### src/rtl/dmac_irq_pkg.sv
package dmac_irq_pkg;
  localparam int unsigned REG_AW = 13;

  localparam logic [REG_AW-1:0] OFS_CTRL = 13'h1000;
  localparam logic [REG_AW-1:0] OFS_PEND = 13'h1004;
  localparam logic [REG_AW-1:0] OFS_BUSY = 13'h1008;
  localparam logic [REG_AW-1:0] OFS_RING = 13'h100C;
  localparam logic [REG_AW-1:0] OFS_PROG = 13'h101C;

  localparam int unsigned CTRL_EN_BIT   = 0;
  localparam int unsigned CTRL_AERR_BIT = 2;
  localparam int unsigned CTRL_HALT_BIT = 3;
  localparam int unsigned CTRL_FAST_BIT = 31;

  typedef struct packed {
    logic ctrl;
    logic pend;
    logic busy;
    logic ring;
    logic prog;
  } reg_sel_t;
endpackage

### src/rtl/dmac_reg_decode.sv
module dmac_reg_decode
  import dmac_irq_pkg::*;
(
  input  logic [REG_AW-1:0] addr_i,
  output reg_sel_t          sel_o
);
  always_comb begin
    sel_o      = '0;
    sel_o.ctrl = (addr_i == OFS_CTRL);
    sel_o.pend = (addr_i == OFS_PEND);
    sel_o.busy = (addr_i == OFS_BUSY);
    sel_o.ring = (addr_i == OFS_RING);
    sel_o.prog = (addr_i == OFS_PROG);
  end
endmodule

### src/rtl/dmac_flag_bank.sv
// Sticky bits: hardware set beats every clear; software clears by writing 0.
module dmac_flag_bank #(
  parameter int unsigned WIDTH = 8
) (
  input  logic             clk_i,
  input  logic             rst_ni,
  input  logic [WIDTH-1:0] set_i,
  input  logic [WIDTH-1:0] clr_i,
  input  logic             wr_i,
  input  logic [WIDTH-1:0] keep_i,
  output logic [WIDTH-1:0] q_o
);
  for (genvar i = 0; i < WIDTH; i++) begin : g_bit
    logic sw_clr;
    assign sw_clr = wr_i && !keep_i[i];

    always_ff @(posedge clk_i or negedge rst_ni) begin
      if (!rst_ni)                  q_o[i] <= 1'b0;
      else if (set_i[i])            q_o[i] <= 1'b1;
      else if (clr_i[i] || sw_clr)  q_o[i] <= 1'b0;
    end

    AST_SET_WINS: assert property (@(posedge clk_i) disable iff (!rst_ni)
      set_i[i] |=> q_o[i]);
    AST_ZERO_CLEARS: assert property (@(posedge clk_i) disable iff (!rst_ni)
      (wr_i && !keep_i[i] && !set_i[i]) |=> !q_o[i]);
    AST_HOLD_IDLE: assert property (@(posedge clk_i) disable iff (!rst_ni)
      (!set_i[i] && !clr_i[i] && !wr_i) |=> $stable(q_o[i]));
  end
endmodule

### src/rtl/dmac_ctrl_reg.sv
module dmac_ctrl_reg
  import dmac_irq_pkg::*;
#(
  parameter int unsigned DATA_W = 32
) (
  input  logic              clk_i,
  input  logic              rst_ni,
  input  logic              wr_i,
  input  logic [DATA_W-1:0] wdata_i,
  input  logic              aerr_any_i,
  input  logic              halt_any_i,
  output logic [DATA_W-1:0] ctrl_o,
  output logic              en_o
);
  logic en_q, fast_q;
  logic [1:0] flags;

  always_ff @(posedge clk_i or negedge rst_ni) begin
    if (!rst_ni) begin
      en_q   <= 1'b0;
      fast_q <= 1'b0;
    end else if (wr_i) begin
      en_q   <= wdata_i[CTRL_EN_BIT];
      fast_q <= wdata_i[CTRL_FAST_BIT];
    end
  end

  dmac_flag_bank #(.WIDTH(2)) u_flags (
    .clk_i  (clk_i),
    .rst_ni (rst_ni),
    .set_i  ({halt_any_i, aerr_any_i}),
    .clr_i  (2'b00),
    .wr_i   (wr_i),
    .keep_i ({wdata_i[CTRL_HALT_BIT], wdata_i[CTRL_AERR_BIT]}),
    .q_o    (flags)
  );

  always_comb begin
    ctrl_o                = '0;
    ctrl_o[CTRL_EN_BIT]   = en_q;
    ctrl_o[CTRL_AERR_BIT] = flags[0];
    ctrl_o[CTRL_HALT_BIT] = flags[1];
    ctrl_o[CTRL_FAST_BIT] = fast_q;
  end
  assign en_o = en_q;

  AST_EN_TRACKS_WR: assert property (@(posedge clk_i) disable iff (!rst_ni)
    wr_i |=> (en_o == $past(wdata_i[CTRL_EN_BIT])));
  AST_AERR_STICKY: assert property (@(posedge clk_i) disable iff (!rst_ni)
    aerr_any_i |=> ctrl_o[CTRL_AERR_BIT]);
  AST_HALT_STICKY: assert property (@(posedge clk_i) disable iff (!rst_ni)
    halt_any_i |=> ctrl_o[CTRL_HALT_BIT]);
endmodule

### src/rtl/dmac_doorbell.sv
module dmac_doorbell #(
  parameter int unsigned NUM_CH = 8
) (
  input  logic              clk_i,
  input  logic              rst_ni,
  input  logic              wr_i,
  input  logic              en_i,
  input  logic [NUM_CH-1:0] ring_i,
  output logic [NUM_CH-1:0] accept_o,
  output logic [NUM_CH-1:0] start_o
);
  assign accept_o = (wr_i && en_i) ? ring_i : '0;

  always_ff @(posedge clk_i or negedge rst_ni) begin
    if (!rst_ni) start_o <= '0;
    else         start_o <= accept_o;
  end

  AST_RING_NEEDS_EN: assert property (@(posedge clk_i) disable iff (!rst_ni)
    (|start_o) |-> ($past(en_i) && $past(wr_i)));
  AST_RING_ONLY_ONES: assert property (@(posedge clk_i) disable iff (!rst_ni)
    (wr_i && en_i) |=> (start_o == $past(ring_i)));
  AST_PULSE_ENDS: assert property (@(posedge clk_i) disable iff (!rst_ni)
    !wr_i |=> (start_o == '0));
endmodule

### src/rtl/dmac_irq_ctrl.sv
module dmac_irq_ctrl
  import dmac_irq_pkg::*;
#(
  parameter int unsigned NUM_CH = 8,
  parameter int unsigned DATA_W = 32
) (
  input  logic              clk_i,
  input  logic              rst_ni,
  input  logic              wr_i,
  input  logic [REG_AW-1:0] addr_i,
  input  logic [DATA_W-1:0] wdata_i,
  output logic [DATA_W-1:0] rdata_o,
  input  logic [NUM_CH-1:0] ch_done_i,
  input  logic [NUM_CH-1:0] ch_addr_err_i,
  input  logic [NUM_CH-1:0] ch_halt_i,
  output logic [NUM_CH-1:0] ch_start_o,
  output logic              dma_en_o,
  output logic              irq_o
);
  reg_sel_t           sel;
  logic [DATA_W-1:0]  ctrl_word;
  logic [NUM_CH-1:0]  ch_evt, pend_q, busy_q, prog_q, accept;
  logic [NUM_CH-1:0]  wmask;
  logic               irq_q;

  assign ch_evt = ch_done_i | ch_addr_err_i | ch_halt_i;
  assign wmask  = wdata_i[NUM_CH-1:0];

  dmac_reg_decode u_dec (
    .addr_i (addr_i),
    .sel_o  (sel)
  );

  dmac_ctrl_reg #(.DATA_W(DATA_W)) u_ctrl (
    .clk_i      (clk_i),
    .rst_ni     (rst_ni),
    .wr_i       (wr_i && sel.ctrl),
    .wdata_i    (wdata_i),
    .aerr_any_i (|ch_addr_err_i),
    .halt_any_i (|ch_halt_i),
    .ctrl_o     (ctrl_word),
    .en_o       (dma_en_o)
  );

  dmac_flag_bank #(.WIDTH(NUM_CH)) u_pend (
    .clk_i  (clk_i),
    .rst_ni (rst_ni),
    .set_i  (ch_evt),
    .clr_i  ({NUM_CH{1'b0}}),
    .wr_i   (wr_i && sel.pend),
    .keep_i (wmask),
    .q_o    (pend_q)
  );

  dmac_doorbell #(.NUM_CH(NUM_CH)) u_ring (
    .clk_i    (clk_i),
    .rst_ni   (rst_ni),
    .wr_i     (wr_i && sel.ring),
    .en_i     (dma_en_o),
    .ring_i   (wmask),
    .accept_o (accept),
    .start_o  (ch_start_o)
  );

  dmac_flag_bank #(.WIDTH(NUM_CH)) u_busy (
    .clk_i  (clk_i),
    .rst_ni (rst_ni),
    .set_i  (accept),
    .clr_i  (ch_evt),
    .wr_i   (wr_i && sel.busy),
    .keep_i (wmask),
    .q_o    (busy_q)
  );

  always_ff @(posedge clk_i or negedge rst_ni) begin
    if (!rst_ni)                 prog_q <= '0;
    else if (wr_i && sel.prog)   prog_q <= wmask;
  end

  always_ff @(posedge clk_i or negedge rst_ni) begin
    if (!rst_ni) irq_q <= 1'b0;
    else         irq_q <= |pend_q;
  end
  assign irq_o = irq_q;

  always_comb begin
    rdata_o = '0;
    unique case (1'b1)
      sel.ctrl: rdata_o = ctrl_word;
      sel.pend: rdata_o[NUM_CH-1:0] = pend_q;
      sel.busy: rdata_o[NUM_CH-1:0] = busy_q;
      sel.prog: rdata_o[NUM_CH-1:0] = prog_q;
      default:  rdata_o = '0;
    endcase
  end

  AST_IRQ_RISE: assert property (@(posedge clk_i) disable iff (!rst_ni)
    (|pend_q) |=> irq_o);
  AST_IRQ_FALL: assert property (@(posedge clk_i) disable iff (!rst_ni)
    !(|pend_q) |=> !irq_o);
  AST_PEND_ON_EVT: assert property (@(posedge clk_i) disable iff (!rst_ni)
    (|ch_evt) |=> ((pend_q & $past(ch_evt)) == $past(ch_evt)));
  AST_PROG_WR: assert property (@(posedge clk_i) disable iff (!rst_ni)
    (wr_i && sel.prog) |=> (prog_q == $past(wmask)));
endmodule

### config.mk
export PLATFORM = sky130hd
export DESIGN_NAME = dmac_irq_ctrl
export DESIGN_NICKNAME = d
export VERILOG_FILES = /design/src/rtl/dmac_irq_pkg.sv /design/src/rtl/dmac_reg_decode.sv /design/src/rtl/dmac_flag_bank.sv /design/src/rtl/dmac_ctrl_reg.sv /design/src/rtl/dmac_doorbell.sv /design/src/rtl/dmac_irq_ctrl.sv
export SDC_FILE = /design/constraint.sdc
export NUM_CORES = 1
export LEC_CHECK = 0
export CELL_PAD_IN_SITES_DETAIL_PLACEMENT = 1
export CELL_PAD_IN_SITES_GLOBAL_PLACEMENT = 1
export CORE_ASPECT_RATIO = 1.1
export CORE_MARGIN = 4
export CORE_UTILIZATION = 29
export DETAILED_ROUTE_END_ITERATION = 10
export GPL_TIMING_DRIVEN = 0
export HOLD_SLACK_MARGIN = 0.06
export PLACE_DENSITY = 0.83
export SETUP_SLACK_MARGIN = 0.4
export SLEW_MARGIN = 20
export SYNTH_ARGS = -nofsm -noshare
export SYNTH_HDL_FRONTEND = slang
export SYNTH_SLANG_ARGS = --single-unit
export TNS_END_PERCENT = 30
### constraint.sdc
create_clock -name clk_i -period 3.4 [get_ports clk_i]
set_clock_uncertainty 0.1 [all_clocks]
set_input_delay 0.85 -clock clk_i [delete_from_list [all_inputs] [get_ports clk_i]]
set_output_delay 0.85 -clock clk_i [all_outputs]
set_load 0.1 [all_outputs]
==> impl_metrics.yaml <==
run_status:
  status: "finished clean"
cts:
  cts_root_buf: "clkbuf_8"
  clockBufferDepth: 2
  cts_buffers: 5
  h-tree-depth: 2
  cts_tree: "yes"
  cts_num_sinks: 37
  clk_pin_slew_ns: 0.07
  holdBufCountCts: 0
  clk_latency_ns: 0.29
worst_setup_path:
  path_class: "input pin to primary output"
  arrival_ns: 2.22
  critPathMaxFanout: 5
  required_ns: 2.45
  worstSetupStartpointType: "input pin"
  reg2reg_slack_ns: 1.92
  worst_setup_path_end_kind: "primary output"
timing:
  worst_pin_slew_ns: 0.976
  period_needed_ns: 3.17
  slew_headroom_pct: 34.8
  rsz0062_at_grt: "true"
  max_freq_ghz: 0.316
  finalCritPeriodShare_pct: 93.1
  slew_violations: 0
  hold_viol: 0
  finalSetupTns_ns: 0
  finalSetupViolCount: 0
power:
  p_int_w: 0.000674
  clockPowerShare_pct: 29.8
  vdd_drop_max_mv: 0.193
  p_sw_share_pct: 32.7
  finalPower_w: 0.00100
  pwr-share-comb_pct: 26.3
  pwr_density_cell_nw_per_um2: 308
  leakage_nw: 1.49
  seq_power_share_pct: 44.0
  power.switching_w: 0.000327
die:
  die_x_um: 85.9
  core-area_sq_um: 6340
  die_area_sq_um: 8060
  ios: 114
  row_count: 30
  start_util_pct: 30.6
  die_h_um: 93.7
yosys:
  synth.cell_area_sq_um: 1940
  synth.distinct_cells: 31
  synthTopCellsByArea: "dfrtp_1 48%, buf_4 9.3%, a22o_1 5.9%"
  synth_top_area_share_pct: 47.8
  avgSynthCellArea_sq_um: 10.1
  syn_inst: 192
  yosysTopAreaCell: "dfrtp_1"
  synth_seq_cells: 37
  synth.yosys.seq_area_share_pct: 47.8
  yosys_warnings: 0
drt:
  via_per_inst: 4.93
  drcViolationCount: 0
  wl_per_cell_um: 18.2
  antenna_left: 0
  totalWireLength_um: 7010
  dr.pass1.iters: 4
  drtIter0Drc: 63
  route.vias.total: 1899
run:
  cap_violations: 0
grt:
  overflow: 0
  grt_util_all_layers_pct: 18.6
  grt_pass1_wl_um: 11400
  antenna_found_initial: 0
  grt_max_degree: 20
  grt_pass1_vias: 2162
cells_and_area:
  antennaDiodeCount: 0
  drive_gt1_share_pct: 32.5
  area_growth_syn_to_layout_pct: 67.7
  layout_commonest_cell: "clkdlybuf4s50_1"
  final_cell_mix: "44 x clkdlybuf4s50_1, 37 x buf_4, 37 x dfrtp_1"
  layout.nets: 377
place:
  finalWeightedCongestion: 0.850
  io_buffer_count: 67
  hpwlAfterDp_um: 4860
min_path:
  hold_path.class: "input pin to async pin"
-- power groups by stage --
stage | clock, W | combinational, W | sequential (W)
finish | 0.000298 | 0.000263 | 0.000440
global route | 0.000328 | 0.000277 | 0.000440
CTS | 0.000302 | 0.000260 | 0.000440
detailed placement | 0 | 0.000244 | 0.000449
global placement | 0 | 0.000238 | 0.000449
floorplan | 0 | 0.000155 | 0.000449
-- critical path, cell delays in order --
cell and delay (ns):
clkdlybuf4s15_2 0.20, nor3_4 0.18, nor4bb_4 0.41, buf_6 0.19
and3_4 0.20, buf_12 0.17
-- logic make-up (layout without fill, tap and decap cells) --
logic type,after synthesis,count (layout),share of synthesized area (%)
and+or+nand+nor,66,66,19.3
AOI/OAI and AO/OA,42,42,14.1
DFF,37,37,47.8
buffers and inverters,33,124,11.2
muxes,13,13,7.36
other,1,23,0.193
-- cell usage after synthesis --
cell and number:
or3_1 1, nand4_1 4, nor4b_1 1, buf_4 24, conb_1 1, o21ai_1 2, and3_1 1, nand2_1 18
nor2_1 7, nor2b_1 3, nor4bb_1 4, nor3b_2 1, o21ai_0 15, mux2i_1 3, inv_1 4, dfrtp_1 37
and4_1 1, nor3b_1 1, nand2_2 1, a21oi_1 4, a31oi_1 4, nand3_1 2, nor3_1 9, clkbuf_1 2
and2_1 4, mux2_2 10, nor3_4 1, o211ai_1 4, buf_2 3, a22o_1 13, nor4_1 7
-- routing by layer --
layer	up-vias	part of all wire, %	GRT usage [%]
met4	0	2.6	7.12
met5	-	0	0
met3	15	6.5	4.65
met2	75	53	33.2
met1	930	38	21.0
li1	879	-	-
-- state kept, by name, indices dropped and copies added, names as in the netlist --
signal              flops
prog_q                  8
u_busy.q_o              8
u_pend.q_o              8
u_ring.start_o          8
u_ctrl.u_flags.q_o      2
irq_o                   1
u_ctrl.en_o             1
u_ctrl.fast_q           1
-- what timing repair did --
item	CTS	global route
pin swaps	11	4
gates resized for setup	147	3
setup endpoints to repair	9	9
cloned	2	0
setup buffers	14	0
-- path summary, 6_finish.rpt --
check / start / to / cells past startpoint
max reg2reg: u_ctrl.en_o / u_busy.q_o[7] / 4
min: rst_ni / u_ring.start_o[2] / 1
max in group asynchronous: rst_ni / u_busy.q_o[1] / 2
min in group clk_i: u_pend.q_o[4] / irq_o / 2
max: addr_i[1] / rdata_o[31] / 6
min reg2reg: u_pend.q_o[4] / irq_o / 2
-- area by class of cell --
class / instances / area (sq um)
Fill cell: 710 / 3090
Multi-Input combinational cell: 144 / 992
Sequential cell: 37 / 926
Timing Repair Buffer: 84 / 897
Buffer: 29 / 239
Tap cell: 80 / 100
Clock buffer: 6 / 72.6
Inverter: 4 / 15.0
Clock inverter: 1 / 8.76
-- metrics by stage --
stage | cells | hold WS, ns | area, sq um | utilization, % | setup WS [ns]
6_report | 385 | 0.410 | 3250 | 51.2 | 0.234
3_5_place_dp | 362 | 0.396 | 2830 | 44.6 | -1.28
3_3_place_gp | 361 | 0.387 | 2810 | 44.2 | -1.24
4_1_cts | 385 | 0.415 | 3240 | 51.1 | 0.239
5_1_grt | 385 | 0.434 | 3250 | 51.2 | 0.169
2_1_floorplan | 214 | 0.352 | 2040 | - | 0.322
Note: power is estimated with default switching activity, not from simulation.
